<file path="src/rtl/mdio_pkg.sv">
package mdio_pkg;

    typedef enum logic [1:0] {
        SQ_IDLE  = 2'd0,
        SQ_FRAME = 2'd1,
        SQ_RECOV = 2'd2
    } seq_st_e;

    localparam logic [1:0] FR_START = 2'b01;
    localparam logic [1:0] OP_READ  = 2'b10;
    localparam logic [1:0] OP_WRITE = 2'b01;

endpackage

</file>
<file path="src/rtl/mdio_mdc_div.sv">
module mdio_mdc_div #(
    parameter int DIV = 4
) (
    input  logic clk,
    input  logic rst_n,
    input  logic run_i,
    output logic mdc_o,
    output logic rise_o,
    output logic slot_end_o
);
    localparam int PER = 2 * DIV;
    localparam int CW  = (PER > 2) ? $clog2(PER) : 1;

    logic [CW-1:0] cnt_d, cnt_q;

    always_comb begin
        cnt_d = '0;
        if (run_i) begin
            cnt_d = (cnt_q == CW'(PER - 1)) ? '0 : cnt_q + 1'b1;
        end
    end

    always_ff @(posedge clk) begin
        if (!rst_n) cnt_q <= '0;
        else        cnt_q <= cnt_d;
    end

    // high phase is the upper half of the slot counter
    assign mdc_o      = (cnt_q >= CW'(DIV));
    assign rise_o     = run_i && (cnt_q == CW'(DIV - 1));
    assign slot_end_o = run_i && (cnt_q == CW'(PER - 1));
endmodule

</file>
<file path="src/rtl/mdio_frame_seq.sv">
module mdio_frame_seq
    import mdio_pkg::*;
#(
    parameter int PRE_LEN = 32,
    parameter int ADDR_W  = 5,
    parameter int DATA_W  = 16,
    parameter int RD_TAIL = 2,
    parameter int RECOV   = 32
) (
    input  logic              clk,
    input  logic              rst_n,
    input  logic              start_i,
    input  logic              rd_i,
    input  logic [ADDR_W-1:0] phy_i,
    input  logic [ADDR_W-1:0] reg_i,
    input  logic [DATA_W-1:0] wdata_i,
    input  logic              mdio_i,
    input  logic              rise_i,
    input  logic              slot_end_i,
    output logic              busy_o,
    output logic              done_o,
    output logic              err_o,
    output logic [DATA_W-1:0] rdata_o,
    output logic              mdio_o,
    output logic              mdio_oe_o
);
    localparam int HW      = 4 + 2 * ADDR_W;
    localparam int HDR_END = PRE_LEN + HW;
    localparam int TA_END  = HDR_END + 2;
    localparam int DAT_END = TA_END + DATA_W;
    localparam int RD_LAST = DAT_END + RD_TAIL - 1;
    localparam int WR_LAST = DAT_END;
    localparam int IW      = $clog2(DAT_END + RD_TAIL + RECOV + 1);

    typedef struct packed {
        seq_st_e           st;
        logic [IW-1:0]     idx;
        logic              rd;
        logic              ta_bad;
        logic              err;
        logic              done;
        logic              oe;
        logic              out;
        logic [HW-1:0]     hdr;
        logic [DATA_W-1:0] wd;
        logic [DATA_W-1:0] rdat;
    } seq_s;

    seq_s          s_d, s_q;
    logic [HW-1:0] hdr_new;

    // output enable and level for a given slot of the frame
    function automatic logic [1:0] slot_bits(input logic [IW-1:0] i, input logic rd,
                                             input logic [HW-1:0] hdr,
                                             input logic [DATA_W-1:0] wd);
        int                k;
        logic [HW-1:0]     hs;
        logic [DATA_W-1:0] ws;
        k         = int'(i);
        slot_bits = 2'b00;
        if (k < PRE_LEN) begin
            slot_bits = 2'b11;
        end else if (k < HDR_END) begin
            hs        = hdr >> (HDR_END - 1 - k);
            slot_bits = {1'b1, hs[0]};
        end else if (k < TA_END) begin
            if (!rd) slot_bits = {1'b1, (k == HDR_END)};
        end else if (k < DAT_END) begin
            if (!rd) begin
                ws        = wd >> (DAT_END - 1 - k);
                slot_bits = {1'b1, ws[0]};
            end
        end
    endfunction

    assign hdr_new = {FR_START, (rd_i ? OP_READ : OP_WRITE), phy_i, reg_i};

    always_comb begin
        s_d      = s_q;
        s_d.done = 1'b0;
        unique case (s_q.st)
            SQ_IDLE: begin
                if (start_i) begin
                    s_d.st              = SQ_FRAME;
                    s_d.idx             = '0;
                    s_d.rd              = rd_i;
                    s_d.hdr             = hdr_new;
                    s_d.wd              = wdata_i;
                    s_d.rdat            = '0;
                    s_d.err             = 1'b0;
                    s_d.ta_bad          = 1'b0;
                    {s_d.oe, s_d.out}   = slot_bits('0, rd_i, hdr_new, wdata_i);
                end
            end
            SQ_FRAME: begin
                if (rise_i && s_q.rd) begin
                    if (s_q.idx == IW'(TA_END - 1)) s_d.ta_bad = mdio_i;
                    if (s_q.idx >= IW'(TA_END) && s_q.idx < IW'(DAT_END))
                        s_d.rdat = {s_q.rdat[DATA_W-2:0], mdio_i};
                end
                if (slot_end_i) begin
                    if (s_q.rd && s_q.idx == IW'(TA_END - 1) && s_q.ta_bad) begin
                        s_d.st  = SQ_RECOV;
                        s_d.idx = '0;
                        s_d.oe  = 1'b0;
                        s_d.out = 1'b0;
                    end else if (s_q.idx == (s_q.rd ? IW'(RD_LAST) : IW'(WR_LAST))) begin
                        s_d.st   = SQ_IDLE;
                        s_d.done = 1'b1;
                        s_d.oe   = 1'b0;
                        s_d.out  = 1'b0;
                    end else begin
                        s_d.idx           = s_q.idx + 1'b1;
                        {s_d.oe, s_d.out} = slot_bits(s_q.idx + 1'b1, s_q.rd, s_q.hdr, s_q.wd);
                    end
                end
            end
            SQ_RECOV: begin
                if (slot_end_i) begin
                    if (s_q.idx == IW'(RECOV - 1)) begin
                        s_d.st   = SQ_IDLE;
                        s_d.done = 1'b1;
                        s_d.err  = 1'b1;
                    end else begin
                        s_d.idx = s_q.idx + 1'b1;
                    end
                end
            end
            default: s_d.st = SQ_IDLE;
        endcase
    end

    always_ff @(posedge clk) begin
        if (!rst_n) s_q <= '0;
        else        s_q <= s_d;
    end

    assign busy_o    = (s_q.st != SQ_IDLE);
    assign done_o    = s_q.done;
    assign err_o     = s_q.err;
    assign rdata_o   = s_q.rdat;
    assign mdio_o    = s_q.out;
    assign mdio_oe_o = s_q.oe;
endmodule

</file>
<file path="src/rtl/mdio_master.sv">
module mdio_master #(
    parameter int DIV     = 4,
    parameter int PRE_LEN = 32,
    parameter int ADDR_W  = 5,
    parameter int DATA_W  = 16,
    parameter int RD_TAIL = 2,
    parameter int RECOV   = 32
) (
    input  logic              clk,
    input  logic              rst_n,
    input  logic              start_i,
    input  logic              rd_i,
    input  logic [ADDR_W-1:0] phy_i,
    input  logic [ADDR_W-1:0] reg_i,
    input  logic [DATA_W-1:0] wdata_i,
    output logic              busy_o,
    output logic              done_o,
    output logic              err_o,
    output logic [DATA_W-1:0] rdata_o,
    output logic              mdc_o,
    output logic              mdio_o,
    output logic              mdio_oe_o,
    input  logic              mdio_i
);
    logic rise, slot_end;

    mdio_mdc_div #(.DIV(DIV)) u_div (
        .clk        (clk),
        .rst_n      (rst_n),
        .run_i      (busy_o),
        .mdc_o      (mdc_o),
        .rise_o     (rise),
        .slot_end_o (slot_end)
    );

    mdio_frame_seq #(
        .PRE_LEN (PRE_LEN),
        .ADDR_W  (ADDR_W),
        .DATA_W  (DATA_W),
        .RD_TAIL (RD_TAIL),
        .RECOV   (RECOV)
    ) u_seq (
        .clk        (clk),
        .rst_n      (rst_n),
        .start_i    (start_i),
        .rd_i       (rd_i),
        .phy_i      (phy_i),
        .reg_i      (reg_i),
        .wdata_i    (wdata_i),
        .mdio_i     (mdio_i),
        .rise_i     (rise),
        .slot_end_i (slot_end),
        .busy_o     (busy_o),
        .done_o     (done_o),
        .err_o      (err_o),
        .rdata_o    (rdata_o),
        .mdio_o     (mdio_o),
        .mdio_oe_o  (mdio_oe_o)
    );
endmodule

</file>
<file path="config.mk">
export PLATFORM = sky130hd
export DESIGN_NAME = mdio_master
export DESIGN_NICKNAME = d
export VERILOG_FILES = /design/src/rtl/mdio_pkg.sv /design/src/rtl/mdio_mdc_div.sv /design/src/rtl/mdio_frame_seq.sv /design/src/rtl/mdio_master.sv
export SDC_FILE = /design/constraint.sdc
export NUM_CORES = 1
export LEC_CHECK = 0
export CORE_AREA = 2 2 82 84
export DETAILED_ROUTE_END_ITERATION = 8
export DIE_AREA = 0 0 84 86
export PLACE_DENSITY_LB_ADDON = 0.08
export SETUP_SLACK_MARGIN = 0.2
export SYNTH_ARGS = -nofsm -noshare
export SYNTH_HDL_FRONTEND = slang
export SYNTH_SLANG_ARGS = --single-unit
</file>
<file path="constraint.sdc">
create_clock -name clk -period 4.3 [get_ports clk]
set_clock_uncertainty 0.1 [all_clocks]
set_input_delay 0.645 -clock clk [delete_from_list [all_inputs] [get_ports clk]]
set_output_delay 0.645 -clock clk [all_outputs]
set_load 0.01 [all_outputs]
</file>
==> impl_metrics.py, run 1 <==
metrics = {
    "power_and_ir_drop": {
        "p_per_area_nw_per_um2": 320,
        "pwr-share-seq_pct": 49.9,
        "cell_internal_pwr_w": 0.000907,
        "power.leakage_nw": 1.36,
        "combPwrFrac_pct": 15.0,
        "switching_share_pct": 26.9,
        "clkPwrFrac_pct": 35.2,
        "power_switching_w": 0.000334,
        "peakVddDrop_mv": 0.213,
    },
    "floorplan": {
        "die_h_um": 86,
        "core_area_sq_um": 6280,
        "fp-row-count": 29,
        "start_util_pct": 52.6,
        "num_io_pins": 53,
        "dieArea_sq_um": 7220,
        "die_w_um": 84,
    },
    "run": {
        "cap_violations": 0,
    },
    "sta": {
        "period_share_pct": 81.4,
        "setup_viol": 0,
        "setup_tns_ns": 0,
        "worst_pin_slew_ns": 1.23,
        "slew_viol_final": 0,
        "slew_headroom_pct": 18.3,
        "max_freq_mhz": 286,
        "hold_slack_ns": 0.362,
        "rsz0062_at_grt": "false",
        "finalHoldViolations": 0,
        "finalCriticalPeriod_ns": 3.50,
    },
    "final_layout": {
        "finalNonFillerCells": 500,
        "drive_gt1_share_pct": 7.33,
        "fin_util_pct": 61.7,
        "diodes": 0,
        "syn_to_final_growth_pct": 17.4,
        "fin_nets": 460,
        "fill_cells": 570,
    },
    "clock_network": {
        "cts-buffers-inserted": 9,
        "hold_buffers": 0,
        "cts-root-buf": "clkbuf_8",
        "cts_tree": "built",
        "clkLatencyLatePin_ns": 0.33,
        "clock_sinks": 62,
        "clk_path_buf_depth": 2,
        "cts_max_level": 3,
        "cts_resized": 0,
        "clk_pin_slew_ns": 0.06,
        "post_cts_buffers": 0,
    },
    "logic_synthesis": {
        "synth_edf_count": 0,
        "synth_top_area_cell": "dfxtp_1",
        "avgSynthCellArea_sq_um": 8.33,
        "netlist_area_sq_um": 3300,
        "synth_cells": 396,
        "synth-async-reset-ratio_pct": 0,
        "ys_types": 52,
        "synth_seq_area_share_pct": 37.6,
        "syn_nets": 438,
        "ys.warnings.count": 0,
        "yosysTopAreaCellShare_pct": 37.6,
        "synth_top_cells_by_count": "nand2_1, dfxtp_1, a21boi_0, nand3_1, clkbuf_1",
        "synth_area_leaders": "dfxtp_1, a21boi_0, nand2_1, ha_1, nand3_1",
        "synth_flop_cell": "dfxtp_1",
        "ys_ff_latch": 62,
        "synthMostInstantiatedCell": "nand2_1",
    },
    "critical_path": {
        "critPathMaxFanout": 16,
        "cp.arrival_ns": 3.62,
        "critical_path_class": "flop to flop",
        "cp.required_ns": 4.42,
        "critPathLaunchType": "flop",
        "cp-end-kind": "flop",
    },
    "placed_design": {
        "io_buffers": 52,
        "dp_cells": 484,
        "hpwl_um": 4760,
        "gp_congestion": 0.820,
    },
    "global_routing": {
        "grt_overflow_total": 0,
        "grt_max_degree": 36,
        "grt_pass1_vias": 2626,
        "grt.total_usage_pct": 20.1,
        "grt_pass1_wl_um": 11800,
        "antenna_found_initial": 0,
    },
    "drt": {
        "ant_nets": 0,
        "vias_per_cell": 5.35,
        "wl_per_cell_um": 13.6,
        "drt_iter0_drc": 159,
        "routed_wl_um": 6780,
        "first_pass_iters": 4,
        "post-route-drc-count": 0,
        "vias": 2676,
    },
    "worst_hold_path": {
        "hold_class": "flop to flop",
    },
    "run_status": {
        "status": "finished clean",
    },
}
-- cells by family after synthesis --
logic type	Yosys count	synth area share [%]
compound gates	85	19.2
xor+xnor	7	1.86
fa+ha+maj	11	4.17
buf+inv	58	8.80
flops	62	37.6
mux	15	6.11
simple gates	158	22.2
-- through the flow --
stage / total power (W) / instance area [sq um] / setup WS [ns]
after global placement: 0.000816 / 3700 / 0.938
after floorplan: 0.000749 / 3300 / 1.17
final: 0.00124 / 3870 / 0.802
after detailed placement: 0.000818 / 3700 / 0.809
after global routing: 0.00131 / 3870 / 0.495
after CTS: 0.00125 / 3870 / 0.784
-- final cells by class --
type                            instances  area, sq um  area share [%]
Clock buffer                           12          145            3.75
Clock inverter                          4         22.5           0.582
Inverter                               13         48.8            1.26
Multi-Input combinational cell        276         1770            45.7
Sequential cell                        62         1240            32.1
Tap cell                               77         96.3            2.49
Timing Repair Buffer                   56          551            14.2
-- placed cells by master (no fill, tap or decap), drive strengths merged, types with 2 or more instances in the layout --
cell / count
nand2: 85
dfxtp: 62
clkdlybuf4s50: 52
a21boi: 46
nand3: 26
inv: 13
nor2: 12
clkbuf: 12
ha: 11
mux2i: 10
a21oi: 9
nor2b: 9
o21ai: 7
xnor2: 6
nand2b: 5
a22oi: 4
mux4: 4
buf: 4
nor3: 4
nor4: 3
a31oi: 3
clkinv: 3
a31o: 3
and4b: 2
a211oi: 2
nand3b: 2
nand4: 2
or2: 2
or4: 2
-- flip-flops by register name, indices dropped and copies added, names as in the netlist --
signal	flops
u_seq.err_o	1
u_seq.mdio_oe_o	1
u_seq.mdio_o	1
u_div.cnt_q	3
u_seq.done_o	1
u_seq.s_q	39
u_seq.rdata_o	16
-- path summary, 6_finish.rpt --
check | from | to | slack, ns | depth (start not counted)
worst max-delay path | u_seq.s_q[52] | u_seq.mdio_o | 0.80 | 10
worst max register to register | u_seq.s_q[52] | u_seq.mdio_o | 0.80 | 10
worst min-delay path | u_seq.s_q[36] | u_seq.s_q[36] | 0.36 | 2
worst min register to register | u_seq.s_q[36] | u_seq.s_q[36] | 0.36 | 2
-- worst max-delay path, cell delays in order (launching register included) --
cell and delay (ns):
dfxtp_1 0.69, ha_1 0.40, xnor2_1 0.27, inv_1 0.17
ha_1 0.48, mux2i_1 0.23, nand3_1 0.09, nand3_1 0.14
a211oi_1 0.06, o311a_1 0.35, o41a_1 0.41
-- routing by layer --
layer	vias up	part of all wire, %	track usage, %
li1	1382	-	-
met1	1233	49	25.5
met2	53	45	32.9
met3	8	4.0	5.20
met4	0	1.5	8.06
met5	-	0	0
-- power groups by stage --
stage | logic, W | registers, W | clock network, W
finish | 0.000186 | 0.000619 | 0.000436
global route | 0.000209 | 0.000621 | 0.000475
CTS | 0.000187 | 0.000619 | 0.000447
detailed placement | 0.000187 | 0.000631 | 0
global placement | 0.000184 | 0.000632 | 0
floorplan | 0.000125 | 0.000624 | 0
No activity file was read; power rests on OpenSTA's default activity.
==> inputs of run 2 (changes only) <==
clock period = 3.3 ns   (was 4.3 ns; I/O delays follow)
==> run 2 against run 1 <==
  * Combinational power grew 34%
  * Cell count grew 1.0%
  * Fmax grew 21%
  * Sequential share of layout area shrank 0.91 points
  * Global-route usage grew 1.0 points
  * Largest cell class unchanged
==> impl_metrics.py, run 2 (same netlist as run 1, synthesis figures left out) <==
metrics = {
    "run_status": {
        "status": "finished clean",
    },
    "global_routing": {
        "grt_pass1_wl_um": 12200,
        "grt.total_usage_pct": 21.1,
        "grt_overflow_total": 0,
        "grt_max_degree": 37,
        "grt_pass1_vias": 2568,
        "antenna_found_initial": 0,
    },
    "critical_path": {
        "critical_path_class": "flop to flop",
        "crit_chain": "ha_1 > xnor2_2 > inv_1 > ha_2 > mux2i_1 > a22oi_1 > nand3_1 > a211oi_1 > o311a_1 > o41a_1",
        "crit_family": "compound AO/OA/AOI/OAI gates",
        "critPathMaxFanout": 7,
        "critPathLaunchType": "flop",
        "cp.arrival_ns": 3.03,
        "slowest_delay_ns": 0.44,
        "cp_num_buf_inv": 1,
        "cpMaxStageDelayCell": "ha_2",
        "cp.required_ns": 3.43,
        "cp-end-kind": "flop",
    },
    "final_layout": {
        "fin_nets": 465,
        "drive_gt1_share_pct": 9.35,
        "layout_common_cells": "nand2_1, dfxtp_1, clkdlybuf4s50_1",
        "syn_to_final_growth_pct": 20.8,
        "fin_util_pct": 63.5,
        "regMostFlops": "u_seq.s_q",
        "final_common_cell": "nand2_1",
        "diodes": 0,
        "largest_reg_flops": 39,
    },
    "clock_network": {
        "clkLatencyLatePin_ns": 0.35,
        "cts-buffers-inserted": 9,
        "clock_sinks": 62,
        "clk_path_buf_depth": 2,
        "hold_buffers": 0,
        "cts-root-buf": "clkbuf_8",
        "cts_max_level": 3,
        "cts_tree": "built",
        "clk_pin_slew_ns": 0.07,
    },
    "power_and_ir_drop": {
        "cell_internal_pwr_w": 0.00132,
        "combPwrFrac_pct": 13.9,
        "peakVddDrop_mv": 0.311,
        "switching_share_pct": 26.3,
        "clkPwrFrac_pct": 41.3,
        "p_per_area_nw_per_um2": 450,
        "pwr-share-seq_pct": 44.7,
        "power.leakage_nw": 1.41,
        "finalPower_w": 0.00179,
        "power_switching_w": 0.000471,
    },
    "sta": {
        "slew_headroom_pct": 17.3,
        "hold_slack_ns": 0.352,
        "period_share_pct": 87.7,
        "worst_pin_slew_ns": 1.24,
        "finalHoldViolations": 0,
        "setup_tns_ns": 0,
        "finalCriticalPeriod_ns": 2.89,
        "rsz0062_at_grt": "false",
        "setup_viol": 0,
        "slew_viol_final": 0,
        "max_freq_mhz": 345,
    },
    "worst_hold_path": {
        "hold_class": "flop to flop",
    },
    "drt": {
        "wl_per_cell_um": 14.1,
        "drt_iter0_drc": 157,
        "post-route-drc-count": 0,
        "first_pass_iters": 4,
        "routed_wl_um": 7140,
        "vias": 2702,
        "ant_nets": 0,
        "vias_per_cell": 5.35,
    },
    "floorplan": {
        "start_util_pct": 52.6,
        "dieArea_sq_um": 7220,
        "num_io_pins": 53,
        "core_area_sq_um": 6280,
        "die_w_um": 84,
        "die_h_um": 86,
        "fp-row-count": 29,
    },
    "placed_design": {
        "io_buffers": 52,
        "gp_congestion": 0.825,
        "hpwl_um": 4940,
    },
    "run": {
        "cap_violations": 0,
    },
}
## run 2: cell types whose count changed in the layout (fill, tap and decap cells not counted), sizes merged
cell and delta:
bufinv +2, inv +1, clkbuf -3, clkinvlp -1, buf +5, clkinv +1
## run 2: through the flow
step,std cells,cell area (sq um),setup slack [ns]
final,505,3990,0.406
after global routing,505,3990,0.247
after CTS,505,3980,0.228
after detailed placement,489,3750,0.255
after global placement,489,3750,0.353
after floorplan,396,3300,0.297
## run 2: power groups by stage
| stage | sequential, W | combinational, W | clock (W) |
|---|---|---|---|
| after floorplan | 0.000814 | 0.000163 | 0 |
| after global placement | 0.000820 | 0.000247 | 0 |
| after detailed placement | 0.000820 | 0.000250 | 0 |
| after CTS | 0.000803 | 0.000251 | 0.000762 |
| after global routing | 0.000807 | 0.000280 | 0.000800 |
| final | 0.000803 | 0.000250 | 0.000742 |
## run 2: path summary, 6_finish.rpt
kind | start | to | slack [ns] | cells past startpoint
setup / recovery | u_seq.s_q[53] | u_seq.mdio_o | 0.41 | 10
hold / removal | u_div.cnt_q[0] | u_div.cnt_q[0] | 0.35 | 1
setup reg to reg | u_seq.s_q[53] | u_seq.mdio_o | 0.41 | 10
hold reg to reg | u_div.cnt_q[0] | u_div.cnt_q[0] | 0.35 | 1
## run 2: worst reg2reg max path: cells and delay by family (launching register included)
kind | cells | cell delay (ns)
buf+inv | 1 | 0.16
mux | 1 | 0.20
simple gates | 1 | 0.10
flops | 1 | 0.35
compound gates | 4 | 0.91
fa+ha+maj | 2 | 0.68
xor+xnor | 1 | 0.26
## run 2: layout make-up
class	instances	area (sq um)
flip-flops and latches	62	1240
repair buffers	61	601
fillers	551	2290
clock inverters	7	96.3
inverters	13	48.8
clock buffers	9	124
multi-input cells	276	1780
well taps	77	96.3
## run 2: what timing repair did
item / 4_1_cts / 5_1_grt
resized for setup: 0 / 2
setup buffers: 0 / 0
hold endpoints to repair: 0 / 0
endpoints found under the setup margin: 0 / 1
## run 2: layer usage
layer	wire (um)	up-vias	GRT usage, %
met3	305	11	4.72
met4	130	0	8.21
met5	0	-	0
met1	3250	1234	27.4
met2	3460	62	34.5
li1	-	1395	-
==> inputs of run 3 (changes only) <==
==> constraint.sdc (replaced) <==
create_clock -name clk -period 3.3 [get_ports clk]
set_clock_uncertainty 0.1 [all_clocks]
set_input_delay 0.33 -clock clk [delete_from_list [all_inputs] [get_ports clk]]
set_output_delay 0.33 -clock clk [all_outputs]
set_load 0.01 [all_outputs]
==> run 3 against run 2 <==
  * Setup slack better by 0.014 ns
  * Critical endpoint unchanged
  * First-iteration DRC count decreased by 26%
  * Sequential share of layout area increased by 0.33 points
  * Core utilization is 0.66 points lower
  * Die area unchanged
  * Combinational power hardly changed
  * Register-to-register slack is essentially flat
  * Cell count decreased by 0.40%
  * Non-clock buffer count decreased by 1
==> impl_metrics.py, run 3 (same netlist as run 1, synthesis figures left out) <==
metrics = {
    "clock_network": {
        "post_cts_buffers": 0,
        "clock_sinks": 62,
        "hold_buffers": 0,
        "clk_path_buf_depth": 2,
        "cts-root-buf": "clkbuf_8",
        "cts-buffers-inserted": 9,
        "cts_tree": "built",
        "cts_max_level": 3,
        "clkLatencyLatePin_ns": 0.34,
        "clk_pin_slew_ns": 0.06,
    },
    "sta": {
        "slew_viol_final": 0,
        "max_freq_mhz": 347,
        "rsz0062_at_grt": "false",
        "period_share_pct": 87.3,
        "setup_viol": 0,
        "finalHoldViolations": 0,
        "setup_tns_ns": 0,
        "finalCriticalPeriod_ns": 2.88,
        "slew_headroom_pct": 15.9,
        "worst_pin_slew_ns": 1.26,
    },
    "critical_path": {
        "cp-end-kind": "flop",
        "cpMaxStageDelayCell": "ha_2",
        "critPathMaxFanout": 7,
        "crit_chain": "ha_1 > xnor2_2 > inv_1 > ha_2 > mux2i_1 > a22oi_1 > nand3_1 > a211oi_1 > o311a_1 > o41a_1",
        "cp.required_ns": 3.42,
        "slowest_delay_ns": 0.44,
        "critPathLaunchType": "flop",
        "critical_path_class": "flop to flop",
        "crit_family": "compound AO/OA/AOI/OAI gates",
        "cp_num_buf_inv": 1,
        "cp.arrival_ns": 3.01,
    },
    "drt": {
        "wl_met2_um": 3180,
        "vias_per_cell": 5.39,
        "ant_nets": 0,
        "wl_per_cell_um": 14.0,
        "routed_wl_um": 7040,
        "post-route-drc-count": 0,
        "vias": 2710,
        "met1Wirelength_um": 3580,
        "drt_iter0_drc": 116,
        "first_pass_iters": 4,
        "wl_met3_um": 214,
        "routed.top_layer": "met4",
    },
    "final_layout": {
        "diodes": 0,
        "layout_common_cells": "nand2_1, dfxtp_1, clkdlybuf4s50_1",
        "fin_nets": 464,
        "fin_util_pct": 62.8,
        "regMostFlops": "u_seq.s_q",
        "final_common_cell": "nand2_1",
        "drive_gt1_share_pct": 8.69,
        "fill_cells": 576,
        "seq_area_sq_um": 1240,
        "multi_input_area_sq_um": 1780,
        "syn_to_final_growth_pct": 19.5,
        "largest_reg_flops": 39,
    },
    "floorplan": {
        "core_area_sq_um": 6280,
        "die_h_um": 86,
        "start_util_pct": 52.6,
        "fp-row-count": 29,
        "num_io_pins": 53,
        "dieArea_sq_um": 7220,
        "die_w_um": 84,
    },
    "worst_hold_path": {
        "hold_class": "flop to flop",
    },
    "placed_design": {
        "gp_congestion": 0.875,
        "io_buffers": 52,
        "hpwl_um": 5000,
    },
    "global_routing": {
        "grt_overflow_total": 0,
        "grt_pass1_wl_um": 11900,
        "antenna_found_initial": 0,
        "grt_pass1_vias": 2508,
        "grt.total_usage_pct": 20.6,
        "grt_max_degree": 35,
    },
    "power_and_ir_drop": {
        "peakVddDrop_mv": 0.310,
        "power.leakage_nw": 1.39,
        "p_per_area_nw_per_um2": 436,
    },
    "run_status": {
        "status": "finished clean",
    },
    "run": {
        "cap_violations": 0,
    },
}
run 3: changes by cell type in the layout (fill, tap and decap cells not counted):
cell,previous run,this run
clkbuf_8,9,11
buf_12,1,0
bufinv_16,2,1
clkbuf_1,0,1
clkinv_2,2,1
clkinv_4,2,1
inv_6,1,0
run 3: worst paths after layout:
path	depth (start not counted)	slack, ns	endpoint	start
hold / removal	1	0.36	u_div.cnt_q[0]	u_div.cnt_q[0]
setup reg to reg	10	0.42	u_seq.mdio_o	u_seq.s_q[53]
setup / recovery	10	0.42	u_seq.mdio_o	u_seq.s_q[53]
hold reg to reg	1	0.36	u_div.cnt_q[0]	u_div.cnt_q[0]
run 3: timing repair:
action | 4_1_cts | 5_1_grt
resized for setup | 0 | 2
endpoints found under the setup margin | 0 | 1
hold endpoints to repair | 0 | 0
run 3: layout make-up:
cell class | count | area share [%]
multi-input combinational | 276 | 45.1
sequential | 62 | 31.5
timing repair buffer | 60 | 14.7
clock buffer | 12 | 3.93
tap | 77 | 2.44
inverter | 13 | 1.24
clock inverter | 3 | 1.11
run 3: report_power, final:
part           switching, W  internal (W)
Sequential        0.0000221      0.000783
Combinational      0.000136      0.000110
Clock              0.000283      0.000386
run 3: per-stage QoR:
| stage | setup slack (ns) | total power [W] | cells | hold WS, ns | instance area [sq um] |
|---|---|---|---|---|---|
| floorplan | 0.297 | 0.000976 | 396 | 0.317 | 3300 |
| global placement | 0.386 | 0.00107 | 488 | 0.328 | 3730 |
| detailed placement | 0.296 | 0.00107 | 488 | 0.351 | 3730 |
| CTS | 0.277 | 0.00174 | 503 | 0.363 | 3930 |
| global route | 0.227 | 0.00180 | 503 | 0.385 | 3940 |
| finish | 0.419 | 0.00172 | 503 | 0.359 | 3940 |
run 3: worst reg2reg max path, delay by kind of cell, from the launching register on:
kind / cells / cell delay, ns
adders and majority gates: 2 / 0.68
AOI/OAI and AO/OA: 4 / 0.92
muxes: 1 / 0.21
buffers and inverters: 1 / 0.15
xor gates and xnor gates: 1 / 0.24
and+or+nand+nor: 1 / 0.11
DFF: 1 / 0.37
run 3: routing by layer:
layer,GRT usage [%],vias up
li1,-,1396
met3,3.46,5
met2,32.9,51
met1,27.7,1258
met4,8.94,0
met5,0,-
